### config.mk
export PLATFORM = sky130hd
export DESIGN_NAME = nco_baud_gen
export DESIGN_NICKNAME = d
export VERILOG_FILES = /design/src/rtl/nco_baud_pkg.sv /design/src/rtl/nco_phase_acc.sv /design/src/rtl/frame_counter.sv /design/src/rtl/nco_baud_gen.sv
export SDC_FILE = /design/constraint.sdc
export NUM_CORES = 1
export LEC_CHECK = 0
export ABC_CLOCK_PERIOD_IN_PS = 2200
export BUFFER_PORTS_ARGS = -buffer_cell sky130_fd_sc_hd__buf_2
export CORE_UTILIZATION = 40
export CTS_CLUSTER_SIZE = 28
export DETAILED_ROUTE_END_ITERATION = 7
export PLACE_DENSITY_LB_ADDON = 0.2
export RECOVER_POWER = 100
export SLEW_MARGIN = 10
export SYNTH_ARGS = -nofsm -noshare
export SYNTH_HDL_FRONTEND = slang
export SYNTH_SLANG_ARGS = --single-unit
### constraint.sdc
create_clock -name clk_i -period 2.2 [get_ports clk_i]
set_clock_uncertainty 0.2 [all_clocks]
set_input_delay 0.44 -clock clk_i [delete_from_list [all_inputs] [get_ports clk_i]]
set_output_delay 0.44 -clock clk_i [all_outputs]
set_load 0.02 [all_outputs]
### src/rtl/nco_baud_pkg.sv
package nco_baud_pkg;
  localparam int unsigned CtrlWDef      = 32;
  localparam int unsigned NcoLsbDef     = 16;
  localparam int unsigned NcoWDef       = 16;
  localparam int unsigned AccWDef       = 20;
  localparam int unsigned TxEnBitDef    = 0;
  localparam int unsigned FrameBitsDef  = 10;

  typedef struct packed {
    logic bit_tick;
    logic char_done;
  } baud_evt_t;
endpackage

### src/rtl/nco_phase_acc.sv
module nco_phase_acc #(
  parameter int unsigned NCO_W = 16,
  parameter int unsigned ACC_W = 20
) (
  input  logic             clk_i,
  input  logic             rst_ni,
  input  logic             run_i,
  input  logic [NCO_W-1:0] inc_i,
  output logic             tick_o
);
  localparam int unsigned SumW = ACC_W + 1;

  logic [ACC_W-1:0] acc_q;
  logic [SumW-1:0]  sum;
  logic             tick_q;

  assign sum    = {1'b0, acc_q} + SumW'(inc_i);
  assign tick_o = tick_q;

  always_ff @(posedge clk_i or negedge rst_ni) begin
    if (!rst_ni) begin
      acc_q  <= '0;
      tick_q <= 1'b0;
    end else if (!run_i) begin
      acc_q  <= '0;
      tick_q <= 1'b0;
    end else begin
      acc_q  <= sum[ACC_W-1:0];
      tick_q <= sum[ACC_W];
    end
  end


  halted_no_tick_chk: assert property (@(posedge clk_i) disable iff (!rst_ni)
    !run_i |=> !tick_q);


  zero_inc_no_tick_chk: assert property (@(posedge clk_i) disable iff (!rst_ni)
    (run_i && inc_i == '0) |=> !tick_q);

  generate
    if (NCO_W < ACC_W) begin : g_pulse_chk

      single_tick_chk: assert property (@(posedge clk_i) disable iff (!rst_ni)
        tick_q |=> !tick_q);
    end
  endgenerate
endmodule

### src/rtl/frame_counter.sv
module frame_counter #(
  parameter int unsigned FRAME_BITS = 10
) (
  input  logic clk_i,
  input  logic rst_ni,
  input  logic run_i,
  input  logic tick_i,
  output logic done_o
);
  localparam int unsigned CntW = (FRAME_BITS > 1) ? $clog2(FRAME_BITS) : 1;
  localparam logic [CntW-1:0] Last = CntW'(FRAME_BITS - 1);

  logic [CntW-1:0] cnt_q;
  logic            at_last;

  assign at_last = (cnt_q == Last);
  assign done_o  = tick_i & at_last;

  always_ff @(posedge clk_i or negedge rst_ni) begin
    if (!rst_ni) begin
      cnt_q <= '0;
    end else if (!run_i) begin
      cnt_q <= '0;
    end else if (tick_i) begin
      cnt_q <= at_last ? '0 : cnt_q + 1'b1;
    end
  end


  cnt_range_chk: assert property (@(posedge clk_i) disable iff (!rst_ni)
    cnt_q <= Last);


  wrap_after_done_chk: assert property (@(posedge clk_i) disable iff (!rst_ni)
    done_o |=> cnt_q == '0);
endmodule

### src/rtl/nco_baud_gen.sv
module nco_baud_gen
  import nco_baud_pkg::*;
#(
  parameter int unsigned CTRL_W     = CtrlWDef,
  parameter int unsigned NCO_LSB    = NcoLsbDef,
  parameter int unsigned NCO_W      = NcoWDef,
  parameter int unsigned ACC_W      = AccWDef,
  parameter int unsigned TXEN_BIT   = TxEnBitDef,
  parameter int unsigned FRAME_BITS = FrameBitsDef
) (
  input  logic              clk_i,
  input  logic              rst_ni,
  input  logic [CTRL_W-1:0] ctrl_i,
  output logic              bit_tick_o,
  output logic              char_done_o
);
  logic [NCO_W-1:0]  nco_inc;
  logic              tx_en;
  logic              tick;
  logic              done;
  baud_evt_t         evt;
  logic [CTRL_W-1:0] ctrl_unused;

  assign nco_inc     = ctrl_i[NCO_LSB +: NCO_W];
  assign tx_en       = ctrl_i[TXEN_BIT];
  assign ctrl_unused = ctrl_i;

  nco_phase_acc #(
    .NCO_W (NCO_W),
    .ACC_W (ACC_W)
  ) u_acc (
    .clk_i  (clk_i),
    .rst_ni (rst_ni),
    .run_i  (tx_en),
    .inc_i  (nco_inc),
    .tick_o (tick)
  );

  frame_counter #(
    .FRAME_BITS (FRAME_BITS)
  ) u_frame (
    .clk_i  (clk_i),
    .rst_ni (rst_ni),
    .run_i  (tx_en),
    .tick_i (tick),
    .done_o (done)
  );

  assign evt.bit_tick  = tick;
  assign evt.char_done = done;
  assign bit_tick_o    = evt.bit_tick;
  assign char_done_o   = evt.char_done;


  tick_needs_inc_chk: assert property (@(posedge clk_i) disable iff (!rst_ni)
    bit_tick_o |-> $past(nco_inc != '0 && tx_en));


  reset_quiet_chk: assert property (@(posedge clk_i)
    !rst_ni |-> (!bit_tick_o && !char_done_o));
endmodule

==> Word-level counts from Yosys, hierarchy flattened <==
Cells that the tools add are included.
{ "op_classes": {"addsub": 2, "n_eq_ne": 2, "n_mux": 5, "n_bitwise": 1} }
{ "op_table": {"columns": ["operator", "n"], "rows": [
  ["$add 20x16->21", 1],
  ["$mux 20", 1],
  ["$mux 4", 3],
  ["$add 4x1->4 const B", 1],
  ["$eq 4x4->1 const B", 1],
  ["$ne 2x1->1 const B", 1],
  ["$and 1x1->1", 1],
  ["$mux 1", 1]
]} }
{ "word_totals": {"regBits": 25, "input_bits": 34, "output_inout_bits": 2} }

==> Longest topological paths before layout <==
{ "logic_depth": {"word_depth": 4, "mapped_depth": 8, "depth_no_buf": 8} }

==> By module <==
A second synthesis with hierarchy kept.
{ "unflattened": {"cells_unflattened": 220, "hier_area_um2": 1970.6} }
{ "modules_own_cells": {"columns": ["module", "instances", "cells_per_inst", "area_per_inst_um2"], "rows": [
  ["nco_phase_acc", 1, 193, 1724.2],
  ["frame_counter", 1, 27, 246.5]
]} }

==> Worst setup path before layout <==
OpenSTA, ideal clock, no wires.
{ "synth_timing": {"path_kind": "input port to flip-flop", "startpoint": "input ctrl_i[16]", "endpoint": "register u_acc.acc_q[14]", "t_arrival_ns": 2.033, "t_required_ns": 1.881, "slack_ns": -0.152, "stages": 8, "n_path_buf": 0, "cell_sequence": "ha_1 > fa_1 > a21oi_1 > o211ai_2 > a211oi_1 > o31ai_1 > xor2_1 > and2_1"} }
{ "synth_between": {"elab_chain_cells": 2} }
{ "synth_lines": {"columns": ["item", "line_no", "text"], "rows": [
  ["from (decl)", "nco_baud_gen.sv:13", "input logic [CTRL_W-1:0] ctrl_i,"],
  ["$add 20x16->21", "nco_phase_acc.sv:17", "assign sum = {1'b0, acc_q} + SumW'(inc_i);"],
  ["$mux 20", "nco_phase_acc.sv:24", "end else if (!run_i) begin"],
  ["to (signal assigned)", "nco_phase_acc.sv:28", "acc_q <= sum[ACC_W-1:0];"],
  ["to (decl)", "nco_phase_acc.sv:13", "logic [ACC_W-1:0] acc_q;"]
]} }
Every way passes these cells.
A chain may end at the register's enable or synchronous reset.

==> Final worst setup path <==
{ "layout_timing": {"startpoint": "register u_acc.acc_q[1]", "endpoint": "register u_acc.acc_q[9]"} }
{ "layout_between": {"elab_chain_cells": 2} }
{ "layout_lines": {"columns": ["item", "line_no"], "rows": [
  ["$add 20x16->21", "nco_phase_acc.sv:17"],
  ["$mux 20", "nco_phase_acc.sv:24"]
]} }
Every way passes these cells.

==> run_results.csv <==
group,metric,value,unit
run_status,status,"finished, violations left",
floorplanning,rows,24,
clocking,clock_path_buffers,2,
hold_path,hold_path.class,"input pin to register",
layout,antennaDiodeCount,0,
layout,fillCellCount,401,
place,gp_congestion,0.8242,
global_routing,grt_max_degree,26,
routing,vias,1519,
sta,fmax,442.8,MHz
pwr,power_density,1105,nW/um2
clocking,cts_tree,"yes",
floorplanning,die_x,69.16,um
routing,drc,0,
global_routing,grt_pass1_vias,1488,
sta,worst_slack,-58.57,ps
critical_path,cp_slowest_cell,"dfrtp_1",
job,drv_cap,0,
layout,final-seq-area,625.6,um2
place,placed_cells,284,
pwr,total_power,0.002607,W
sta,fin_tns_setup,-152.8,ps
sta,relSlewSlack,57.36,%
critical_path,startpoint_type,"register",
critical_path,reg2reg_from,"u_acc.acc_q[1]",
hold_path,min_from,"ctrl_i[16]",
clocking,clkLatencyLatePin,270,ps
yosys,yosysUniqueCellTypes,48,
global_routing,grtUsageTotal,16.52,%
yosys,synth-edff-count,0,
pwr,total_leakage_power,1.116,nW
sta,setup_viol,5,
yosys,yosys_warnings,0,
sta,final.min_clock_period,2259,ps
critical_path,worstPathCellList,"ha_1 > a21o_1 > and4_4 > o21ai_4 > buf_4 > buf_6 > buf_4 > o21ba_2 > xnor2_1 > and2_1",
floorplanning,initial_utilization,41.44,%
layout,layout_commonest_cell,"buf_4",
yosys,netlist_instances,188,
routing,wl_per_cell,12.41,um
yosys,synth_area_leaders,"dfrtp_1 35%, ha_1 12%, and2_1 4.9%",
global_routing,grt-ovfl-total,0,
sta,period_share,102.7,%
critical_path,reg2reg_setup_slack,-60,ps
clocking,cts.htree.levels,1,
critical_path,worstPathArrival,2230,ps
floorplanning,dieArea,4783,um2
yosys,ys_seq_area_share,34.67,%
floorplanning,die_h,69.16,um
sta,drv_slew,0,
critical_path,worstPathRequired,2170,ps
critical_path,cp_common_cell,"buf_4",
routing,drt_wl_total,3649,um
sta,whs,289.6,ps
clocking,cts-root-buf,"clkbuf_8",
pwr,peakVddDrop,0.7628,mV
yosys,synth_top_cell_area_share,34.67,%
layout,multiInputGateArea,1240,um2
sta,final_hold_viol_count,0,
routing,drtIter0Drc,83,
place,place.port_buffers,20,
routing,firstDrtPassIters,4,
yosys,async_flop_share,100.0,%
yosys,avgSynthCellArea,9.597,um2
layout,fin_cells,294,
clocking,cts_num_sinks,25,
clocking,cts_buffers,3,
clocking,clkTransAtPathRegs,100,ps
sta,rsz0062_at_grt,"yes",
floorplanning,coreArea,4354,um2
routing,postRouteAntennaNets,0,
critical_path,cpPeakStageDelay,390,ps
global_routing,grt_pass1_wl,6437,um
layout,mostFrequentLayoutCells,"32 x buf_4, 25 x dfrtp_1, 18 x buf_2",
place,place_hpwl,2630,um
yosys,ys.flop_type,"dfrtp_1",
yosys,ys_ff_latch,25,
yosys,synth_top_area_cell,"dfrtp_1",
routing,viasPerCell,5.167,
yosys,syn-num-nets,241,
critical_path,startpoint,"u_acc.acc_q[1]",
run_status,violations,"negative setup slack",
layout,area_growth,30.79,%
floorplanning,io_pins,36,
layout,layout-drive-gt1-share,33.06,%
sta,tightestPinTransition,639.6,ps
critical_path,endpoint_kind,"register",
global_routing,antenna_found_initial,0,
critical_path,path_class,"register to register",
yosys,synth_area,1804,um2
critical_path,crit_fanout,3,
layout,nets,296,
[metrics by stage]
stage | util [%] | area [um2] | worst slack (ps)
after floorplan | - | 1836 | -13.68
after global placement | 50.34 | 2192 | -297.9
after detailed placement | 50.34 | 2192 | -298.2
after CTS | 52.67 | 2293 | -84.45
after global routing | 54.20 | 2360 | -166.4
final | 54.20 | 2360 | -58.57
[report_power, final]
part	switching [W]	leakage, nW	total, W	internal, W
clock	0.000160	0.0255	0.000287	0.000127
combinational	0.000773	0.761	0.00165	0.000882
sequential	0.0000726	0.329	0.000665	0.000592
[critical path, delay by kind of cell (launching register included)]
family	cells	cell delay, ps
simple gates	2	400
xor+xnor	1	110
flops	1	390
buf+inv	3	370
compound gates	3	410
fa+ha+maj	1	270
[final timing paths]
path | end | cells past startpoint
worst max-delay path | u_acc.acc_q[9] | 10
worst min-delay path | u_acc.acc_q[0] | 3
worst max register to register | u_acc.acc_q[9] | 10
worst min register to register | u_acc.acc_q[18] | 2
max in group asynchronous | u_acc.acc_q[14] | 2
min in group asynchronous | u_acc.acc_q[6] | 2
[routing by layer]
layer / GRT usage, % / share of wire, % / vias to the layer above
met4: 3.628 / 0.71 / 0
li1: - / - / 786
met5: 0 / 0 / -
met2: 28.69 / 48 / 17
met1: 20.78 / 49 / 714
met3: 3.801 / 2.5 / 2
[synthesized netlist by cell type (all sizes together) (2+ instances only)]
cell type	count
a21boi	4
or3	2
and2	14
and3b	3
xor2	4
mux2i	3
nand2	17
a211oi	3
a21o	3
buf	2
nor2b	4
o211ai	3
o21ai	10
nor4b	2
xnor2	7
o21a	3
nand3	7
nor2	6
a21oi	18
ha	18
clkbuf	3
dfrtp	25
nand2b	2
nor3	5
inv	5
[cell families after synthesis]
family,synth area share [%]
and+or+nand+nor,20.80
AOI/OAI and AO/OA,21.43
DFF,34.67
adders and majority gates,13.59
xor gates and xnor gates,5.340
buffers and inverters,2.496
muxes,1.664
[final cells by class]
class	count	area share, %
Multi-Input combinational cell	153	52.55
Sequential cell	25	26.51
Timing Repair Buffer	55	15.43
Tap cell	52	2.757
Clock buffer	3	1.750
Inverter	5	0.7953
Clock inverter	1	0.2121
[sequential cells by signal, indices dropped and copies added (netlist names)]
signal	count
u_acc.acc_q	20
u_acc.tick_o	1
u_frame.cnt_q	4
[timing repair]
action	CTS	global route
resized for setup	6	11
setup buffers	2	4
endpoints found under the setup margin	12	12
hold buffers	1	0
pin swaps	11	3
endpoints found under the hold margin	25	0
Power figures use the tool's default switching activity.
